File: config.mk
export PLATFORM = sky130hd
export DESIGN_NAME = pw_guard
export DESIGN_NICKNAME = d
export VERILOG_FILES = /design/src/rtl/pwg_pkg.sv /design/src/rtl/pwg_policy.sv /design/src/rtl/pwg_compare.sv /design/src/rtl/pwg_lock.sv /design/src/rtl/pw_guard.sv
export SDC_FILE = /design/constraint.sdc
export NUM_CORES = 1
export LEC_CHECK = 0
export CORE_AREA = 3 3 112 114
export DETAILED_ROUTE_END_ITERATION = 16
export DIE_AREA = 0 0 115 117
export PLACE_DENSITY_LB_ADDON = 0.2
export SETUP_SLACK_MARGIN = 0.4
export SLEW_MARGIN = 25
export SYNTH_ARGS = -nofsm -noshare
export SYNTH_HDL_FRONTEND = slang
export SYNTH_SLANG_ARGS = --single-unit
File: constraint.sdc
create_clock -name clk -period 2.3 [get_ports clk]
set_input_delay 0.23 -clock clk [delete_from_list [all_inputs] [get_ports clk]]
set_output_delay 0.23 -clock clk [all_outputs]
set_load 0.01 [all_outputs]
File: src/rtl/pwg_pkg.sv
package pwg_pkg;

   typedef enum logic [1:0] {
      POL_KEEP  = 2'd0,
      POL_ERASE = 2'd1,
      POL_OFF   = 2'd2
   } pwg_pol_e;

   function automatic pwg_pol_e pwg_decode(input logic [15:0] word,
                                           input logic [15:0] keep_code,
                                           input logic [15:0] off_code);
      if (word == off_code)       return POL_OFF;
      else if (word == keep_code) return POL_KEEP;
      else                        return POL_ERASE;
   endfunction

endpackage

File: src/rtl/pwg_policy.sv
module pwg_policy
   import pwg_pkg::*;
#(
   parameter int SEC_W = 16,
   parameter logic [SEC_W-1:0] KEEP_CODE = 16'h0000,
   parameter logic [SEC_W-1:0] OFF_CODE  = 16'hAA55
) (
   input  logic             clk,
   input  logic             rst_n,
   input  logic [SEC_W-1:0] sec_word,
   output pwg_pol_e         pol,
   output logic             off
);

   generate
      if (SEC_W != 16) begin : g_bad_w
         $error("pwg_policy: SEC_W must be 16");
      end
      if (KEEP_CODE == OFF_CODE) begin : g_bad_codes
         $error("pwg_policy: keep and off codes must differ");
      end
   endgenerate

   pwg_pol_e pol_q;

   always_ff @(posedge clk or negedge rst_n) begin
      if (!rst_n) pol_q <= POL_KEEP;
      else        pol_q <= pwg_decode(sec_word, KEEP_CODE, OFF_CODE);
   end

   assign pol = pol_q;
   assign off = (pol_q == POL_OFF);

   AST_POL_LEGAL: assert property (@(posedge clk) disable iff (!rst_n)
      pol_q != 2'd3);

endmodule

File: src/rtl/pwg_compare.sv
module pwg_compare #(
   parameter int PW_BYTES = 32,
   parameter int BYTE_W   = 8,
   localparam int IMG_W   = PW_BYTES * BYTE_W,
   localparam int CNT_W   = $clog2(PW_BYTES + 2),
   localparam int IDX_W   = $clog2(PW_BYTES)
) (
   input  logic              clk,
   input  logic              rst_n,
   input  logic              clear,
   input  logic              take,
   input  logic [BYTE_W-1:0] data,
   input  logic [IMG_W-1:0]  image,
   output logic              match
);

   generate
      if (PW_BYTES < 2) begin : g_bad_len
         $error("pwg_compare: PW_BYTES must be at least 2");
      end
      if (BYTE_W < 1) begin : g_bad_w
         $error("pwg_compare: BYTE_W must be positive");
      end
   endgenerate

   localparam logic [CNT_W-1:0] FULL = CNT_W'(PW_BYTES);
   localparam logic [CNT_W-1:0] OVER = CNT_W'(PW_BYTES + 1);

   logic [BYTE_W-1:0] slot [PW_BYTES];

   genvar g;
   generate
      for (g = 0; g < PW_BYTES; g++) begin : g_slot
         assign slot[g] = image[g*BYTE_W +: BYTE_W];
      end
   endgenerate

   logic [CNT_W-1:0] cnt;
   logic             miss;
   logic [IDX_W-1:0] idx;
   logic             in_range;

   assign idx      = cnt[IDX_W-1:0];
   assign in_range = (cnt < FULL);

   always_ff @(posedge clk or negedge rst_n) begin
      if (!rst_n) begin
         cnt  <= '0;
         miss <= 1'b0;
      end else if (clear) begin
         cnt  <= '0;
         miss <= 1'b0;
      end else if (take) begin
         if (in_range) begin
            cnt <= cnt + 1'b1;
            if (data != slot[idx]) miss <= 1'b1;
         end else begin
            cnt  <= OVER;
            miss <= 1'b1;
         end
      end
   end

   assign match = !miss && (cnt == FULL);

   AST_COUNT_BOUND: assert property (@(posedge clk) disable iff (!rst_n)
      cnt <= OVER);
   AST_MISS_STICKY: assert property (@(posedge clk) disable iff (!rst_n)
      miss && !clear |=> miss);

endmodule

File: src/rtl/pwg_lock.sv
module pwg_lock
   import pwg_pkg::*;
(
   input  logic     clk,
   input  logic     rst_n,
   input  logic     session_rst,
   input  logic     start,
   input  logic     done,
   input  logic     off,
   input  logic     match,
   input  pwg_pol_e pol,
   output logic     active,
   output logic     unlocked,
   output logic     erase_req,
   output logic     ack
);

   logic start_ok, done_ok;

   assign start_ok = start && !off;
   assign done_ok  = done && active && !off;

   always_ff @(posedge clk or negedge rst_n) begin
      if (!rst_n) begin
         active    <= 1'b0;
         unlocked  <= 1'b0;
         erase_req <= 1'b0;
         ack       <= 1'b0;
      end else begin
         erase_req <= 1'b0;
         ack       <= 1'b0;
         if (session_rst) begin
            unlocked <= 1'b0;
            active   <= 1'b0;
         end else if (start_ok) begin
            active <= 1'b1;
         end else if (done_ok) begin
            active <= 1'b0;
            ack    <= 1'b1;
            if (match)                 unlocked  <= 1'b1;
            else if (pol == POL_ERASE) erase_req <= 1'b1;
         end
      end
   end

   AST_ERASE_PULSE: assert property (@(posedge clk) disable iff (!rst_n)
      erase_req |=> !erase_req);
   AST_ERASE_WITH_ACK: assert property (@(posedge clk) disable iff (!rst_n)
      erase_req |-> ack);
   AST_ERASE_POLICY: assert property (@(posedge clk) disable iff (!rst_n)
      erase_req |-> $past(pol) == POL_ERASE);
   AST_UNLOCK_HOLDS: assert property (@(posedge clk) disable iff (!rst_n)
      unlocked && !session_rst |=> unlocked);
   AST_SESSION_CLEAR: assert property (@(posedge clk) disable iff (!rst_n)
      session_rst |=> !unlocked && !active);

endmodule

File: src/rtl/pw_guard.sv
module pw_guard
   import pwg_pkg::*;
#(
   parameter int PW_BYTES = 32,
   parameter int BYTE_W   = 8,
   parameter int SEC_W    = 16,
   parameter logic [SEC_W-1:0] KEEP_CODE = 16'h0000,
   parameter logic [SEC_W-1:0] OFF_CODE  = 16'hAA55
) (
   input  logic                       clk,
   input  logic                       rst_n,
   input  logic                       session_rst,
   input  logic                       pw_start,
   input  logic                       pw_valid,
   input  logic [BYTE_W-1:0]          pw_byte,
   input  logic                       pw_done,
   input  logic [PW_BYTES*BYTE_W-1:0] vec_image,
   input  logic [SEC_W-1:0]           sec_word,
   output logic                       unlocked,
   output logic                       erase_req,
   output logic                       frame_ack,
   output logic                       loader_off
);

   pwg_pol_e pol;
   logic     off, active, match;

   pwg_policy #(
      .SEC_W(SEC_W), .KEEP_CODE(KEEP_CODE), .OFF_CODE(OFF_CODE)
   ) policy_i (
      .clk(clk), .rst_n(rst_n), .sec_word(sec_word), .pol(pol), .off(off)
   );

   pwg_compare #(
      .PW_BYTES(PW_BYTES), .BYTE_W(BYTE_W)
   ) compare_i (
      .clk(clk), .rst_n(rst_n),
      .clear(pw_start && !off),
      .take(pw_valid && active && !off),
      .data(pw_byte), .image(vec_image), .match(match)
   );

   pwg_lock lock_i (
      .clk(clk), .rst_n(rst_n), .session_rst(session_rst),
      .start(pw_start), .done(pw_done), .off(off), .match(match), .pol(pol),
      .active(active), .unlocked(unlocked), .erase_req(erase_req), .ack(frame_ack)
   );

   assign loader_off = off;

   AST_OFF_SILENT: assert property (@(posedge clk) disable iff (!rst_n)
      frame_ack |-> !$past(loader_off));

endmodule

==> run summary, run 1 <==
hpwl dp = 13.5 mm
# clock sinks = 13
share of the synthesized area in the top cell type = 40.0%
post-route ant nets = 0
area leader, netlist = mux4_2
#FFs+latches synth = 13
Worst R2R End = compare_i.miss$_DFFE_PN0P_
largest family of logic cells by synthesized area = multiplexers
Die X = 115 µm
initial antenna violation count = 0
vias = 4000
IO buf count = 289
via-per-instance ratio = 5.38
number of synthesized flops with an enable pin = 0
Peak supply drop = 0.207 mV
synth warn = 0
PD cells = 238 nW/µm²
Tightest Pin Transition = 702 ps
first-pass GRT wire length = 22.7 mm
Slew Limit Fails = 0
critical path peak fanout = 7
Cell variety after synth = 53
P&R area growth vs syn = 120%
mux contribution to synthesized area = 49.1%
Final Hold Viols = 0
DIE AREA = 13500 µm²
Design Power = 1590 µW
Synth async-reset ratio = 100%
TritonRoute pass-1 iters = 4
r2r startpoint = compare_i.cnt[0]$_DFFE_PN0P_
worst reg2reg setup slack = -290 ps
routability cong. = 0.822
CTS Buf Count = 3
Slowest-stage cell, CP = dfrtp_4
Worst-Skew Late Latency = 240 ps
Arr. time, crit path = 2700 ps
CTS max path bufs = 2
post-synthesis simple-gate area fraction = 14.7%
outcome = complete, but fails checks
DRC = 0
max incr delay on CP = 550 ps
setup ws final = -290 ps
Setup crit end kind = flop
Core Footprint = 11500 µm²
Setup CP Type = reg2reg
Total GRT Usage = 21.8%
CTS tree = done
Fmax achieved = 386 MHz
Clk pin slew, worst setup/hold paths = 50 ps
layout cells sized above 1 = 23.1%
minimum clock period after layout = 2590 ps
CP required = 2410 ps
post-synthesis sequential area ratio = 10.7%
Die H = 117 µm
crit-path cells = buf_6, clkbuf_16, mux2_4, a221oi_4, a211oi_2, a31oi_1, o211ai_1, a2111oi_2, a211oi_1
Initial DRC Count = 113
Synth Area in XOR/XNOR = 3.17%
final setup vio count = 1
Synth Cell Area = 3040 µm²
Post-Place Worst Slack = -175 ps
Final Cycle Share = 113%
Root Driver = clkbuf_16
RSZ-0062 raised after global routing = true
vias in the first global route = 4239
violated checks = setup timing
Hold WC Path Type = in2async
Worst setup SP type = flop
Compound-Gate Fraction of Synth Area = 15.1%
number of max-cap violations = 0
FF-to-FF path depth = 9
Top FF cell, synth = dfrtp_1
top post-synthesis cells by area = mux4_2 40%, dfrtp_1 11%, mux2i_1 4.0%
leakage = 0.00235 µW
largest net degree at the start of global routing = 31
hold_buf cts = 0
Mapped Avg Cell Area = 10.5 µm²
Slew HR = 53.1%
Synthesized Nets = 576
nets = 890
initial core utilization = 26.4%
total wire length = 16.1 mm
Remaining Overflow, GRT = 0
gate count of the mapped netlist = 288
adder-cell share of the synthesized area = 0.824%
Site Rows = 39
htree depth = 1
antenna cells = 0
Ports = 290
drt wl/cell = 21.7 µm
Worst Skew = 2.91 ps
-- cells in the mapped netlist, types with 3 or more instances --
cell type,count
nor4_1,5
o21ai_0,7
nand2_1,23
a22oi_1,7
nor2_1,19
mux4_2,54
nand2b_1,4
buf_6,6
nand4_1,3
and2_1,4
a21oi_1,13
o21ai_1,3
buf_2,4
and3_1,3
dfrtp_1,13
nor3_1,8
o211ai_1,3
xor2_1,6
nor2b_1,5
a221oi_2,3
nand3_1,8
mux2_2,9
mux2i_1,12
clkbuf_1,13
inv_1,4
a221oi_1,6
xnor2_1,5
a211oi_1,5
-- cell type report --
| class | count | area [µm²] |
|---|---|---|
| clock buffers | 4 | 78.8 |
| fillers | 990 | 4840 |
| repair buffers | 337 | 3440 |
| inverters | 6 | 22.5 |
| well taps | 143 | 179 |
| multi-input cells | 241 | 2620 |
| flip-flops and latches | 13 | 334 |
-- state kept, by name, indices dropped and copies added, names as in the netlist --
signal            flops
lock_i.unlocked       1
lock_i.active         1
compare_i.cnt         6
compare_i.miss        1
lock_i.erase_req      1
policy_i.pol          2
lock_i.ack            1
-- metrics by stage --
stage | utilization, % | hold WS [ps] | area (µm²) | TNS, ps | std cells
floorplan | - | -65.6 | 3070 | 0 | 288
global placement | 54.3 | 436 | 6260 | -138 | 719
detailed placement | 54.3 | 442 | 6260 | -175 | 719
CTS | 55.1 | 398 | 6340 | -189 | 723
global route | 57.9 | 439 | 6670 | -401 | 744
finish | 57.9 | 385 | 6670 | -290 | 744
-- power by group --
group          internal [µW]  switching [µW]  total [µW]  leakage (µW)
sequential               235            7.61         243      0.000168
combinational            730             289        1020       0.00214
clock                    234            93.6         327     0.0000382
-- kinds of logic after synthesis --
kind of cell,Yosys count
AND/OR/NAND/NOR,89
multiplexers,79
AO/OA/AOI/OAI,60
buffers and inverters,34
flip-flops,13
XOR/XNOR,11
adder cells (fa/ha/maj),2
-- what timing repair did --
item                       in CTS  in global routing
buffers inserted                0                 17
gates resized for setup         1                 23
cloned                          0                  4
setup endpoints to repair       1                  3
hold endpoints to repair        0                  0
pin swaps                       0                 14
-- critical path: cells and delay by family (launching register included) --
kind	cells	cell delay [ps]
AO/OA/AOI/OAI	6	1260
flip-flops	1	550
multiplexers	1	330
buffers and inverters	2	320
-- cells in the final DEF (no fill, tap or decap), types with 7 or more instances in the layout --
cell and instances:
mux4_2 54, nand3_1 7, buf_12 7, mux2_2 9, nor3_1 8, mux2i_1 12
nor2_1 18, dfrtp_1 10, nand2_1 22, clkdlybuf4s50_1 289, a21oi_1 13, buf_4 31
-- per-layer routing --
metal  share of wire (%)  global-route usage [%]
met4                 1.6                    4.07
met3                 6.8                    3.96
met1                  37                    26.1
met2                  54                    41.1
met5                   0                       0
-- how the worst max path moves through the flow --
stage	startpoint	slack, ps	depth (start not counted)	to
after floorplan	compare_i.cnt[0]$_DFFE_PN0P_	10	9	compare_i.miss$_DFFE_PN0P_
after global placement	compare_i.cnt[0]$_DFFE_PN0P_	-140	8	compare_i.miss$_DFFE_PN0P_
after detailed placement	compare_i.cnt[0]$_DFFE_PN0P_	-170	9	compare_i.miss$_DFFE_PN0P_
after CTS	compare_i.cnt[0]$_DFFE_PN0P_	-190	9	compare_i.miss$_DFFE_PN0P_
after global routing	compare_i.cnt[0]$_DFFE_PN0P_	-400	8	compare_i.miss$_DFFE_PN0P_
final	compare_i.cnt[0]$_DFFE_PN0P_	-290	9	compare_i.miss$_DFFE_PN0P_
No activity file was read; power rests on OpenSTA's default activity.
==> run 2, diff against run 1 <==
--- a/config.mk
+++ b/config.mk
@@ -5,6 +5,7 @@
 export SDC_FILE = /design/constraint.sdc
 export NUM_CORES = 1
 export LEC_CHECK = 0
+export CAP_MARGIN = 10
 export CORE_AREA = 3 3 112 114
 export DETAILED_ROUTE_END_ITERATION = 16
 export DIE_AREA = 0 0 115 117
==> results of run 2 <==
Final layout, timing and power as in run 1 (identical DEF).
==> run 3, diff against run 2 <==
--- a/config.mk
+++ b/config.mk
@@ -5,7 +5,6 @@
 export SDC_FILE = /design/constraint.sdc
 export NUM_CORES = 1
 export LEC_CHECK = 0
-export CAP_MARGIN = 10
 export CORE_AREA = 3 3 112 114
 export DETAILED_ROUTE_END_ITERATION = 16
 export DIE_AREA = 0 0 115 117
==> results of run 3 <==
Final layout, timing and power as in run 1 (identical DEF).
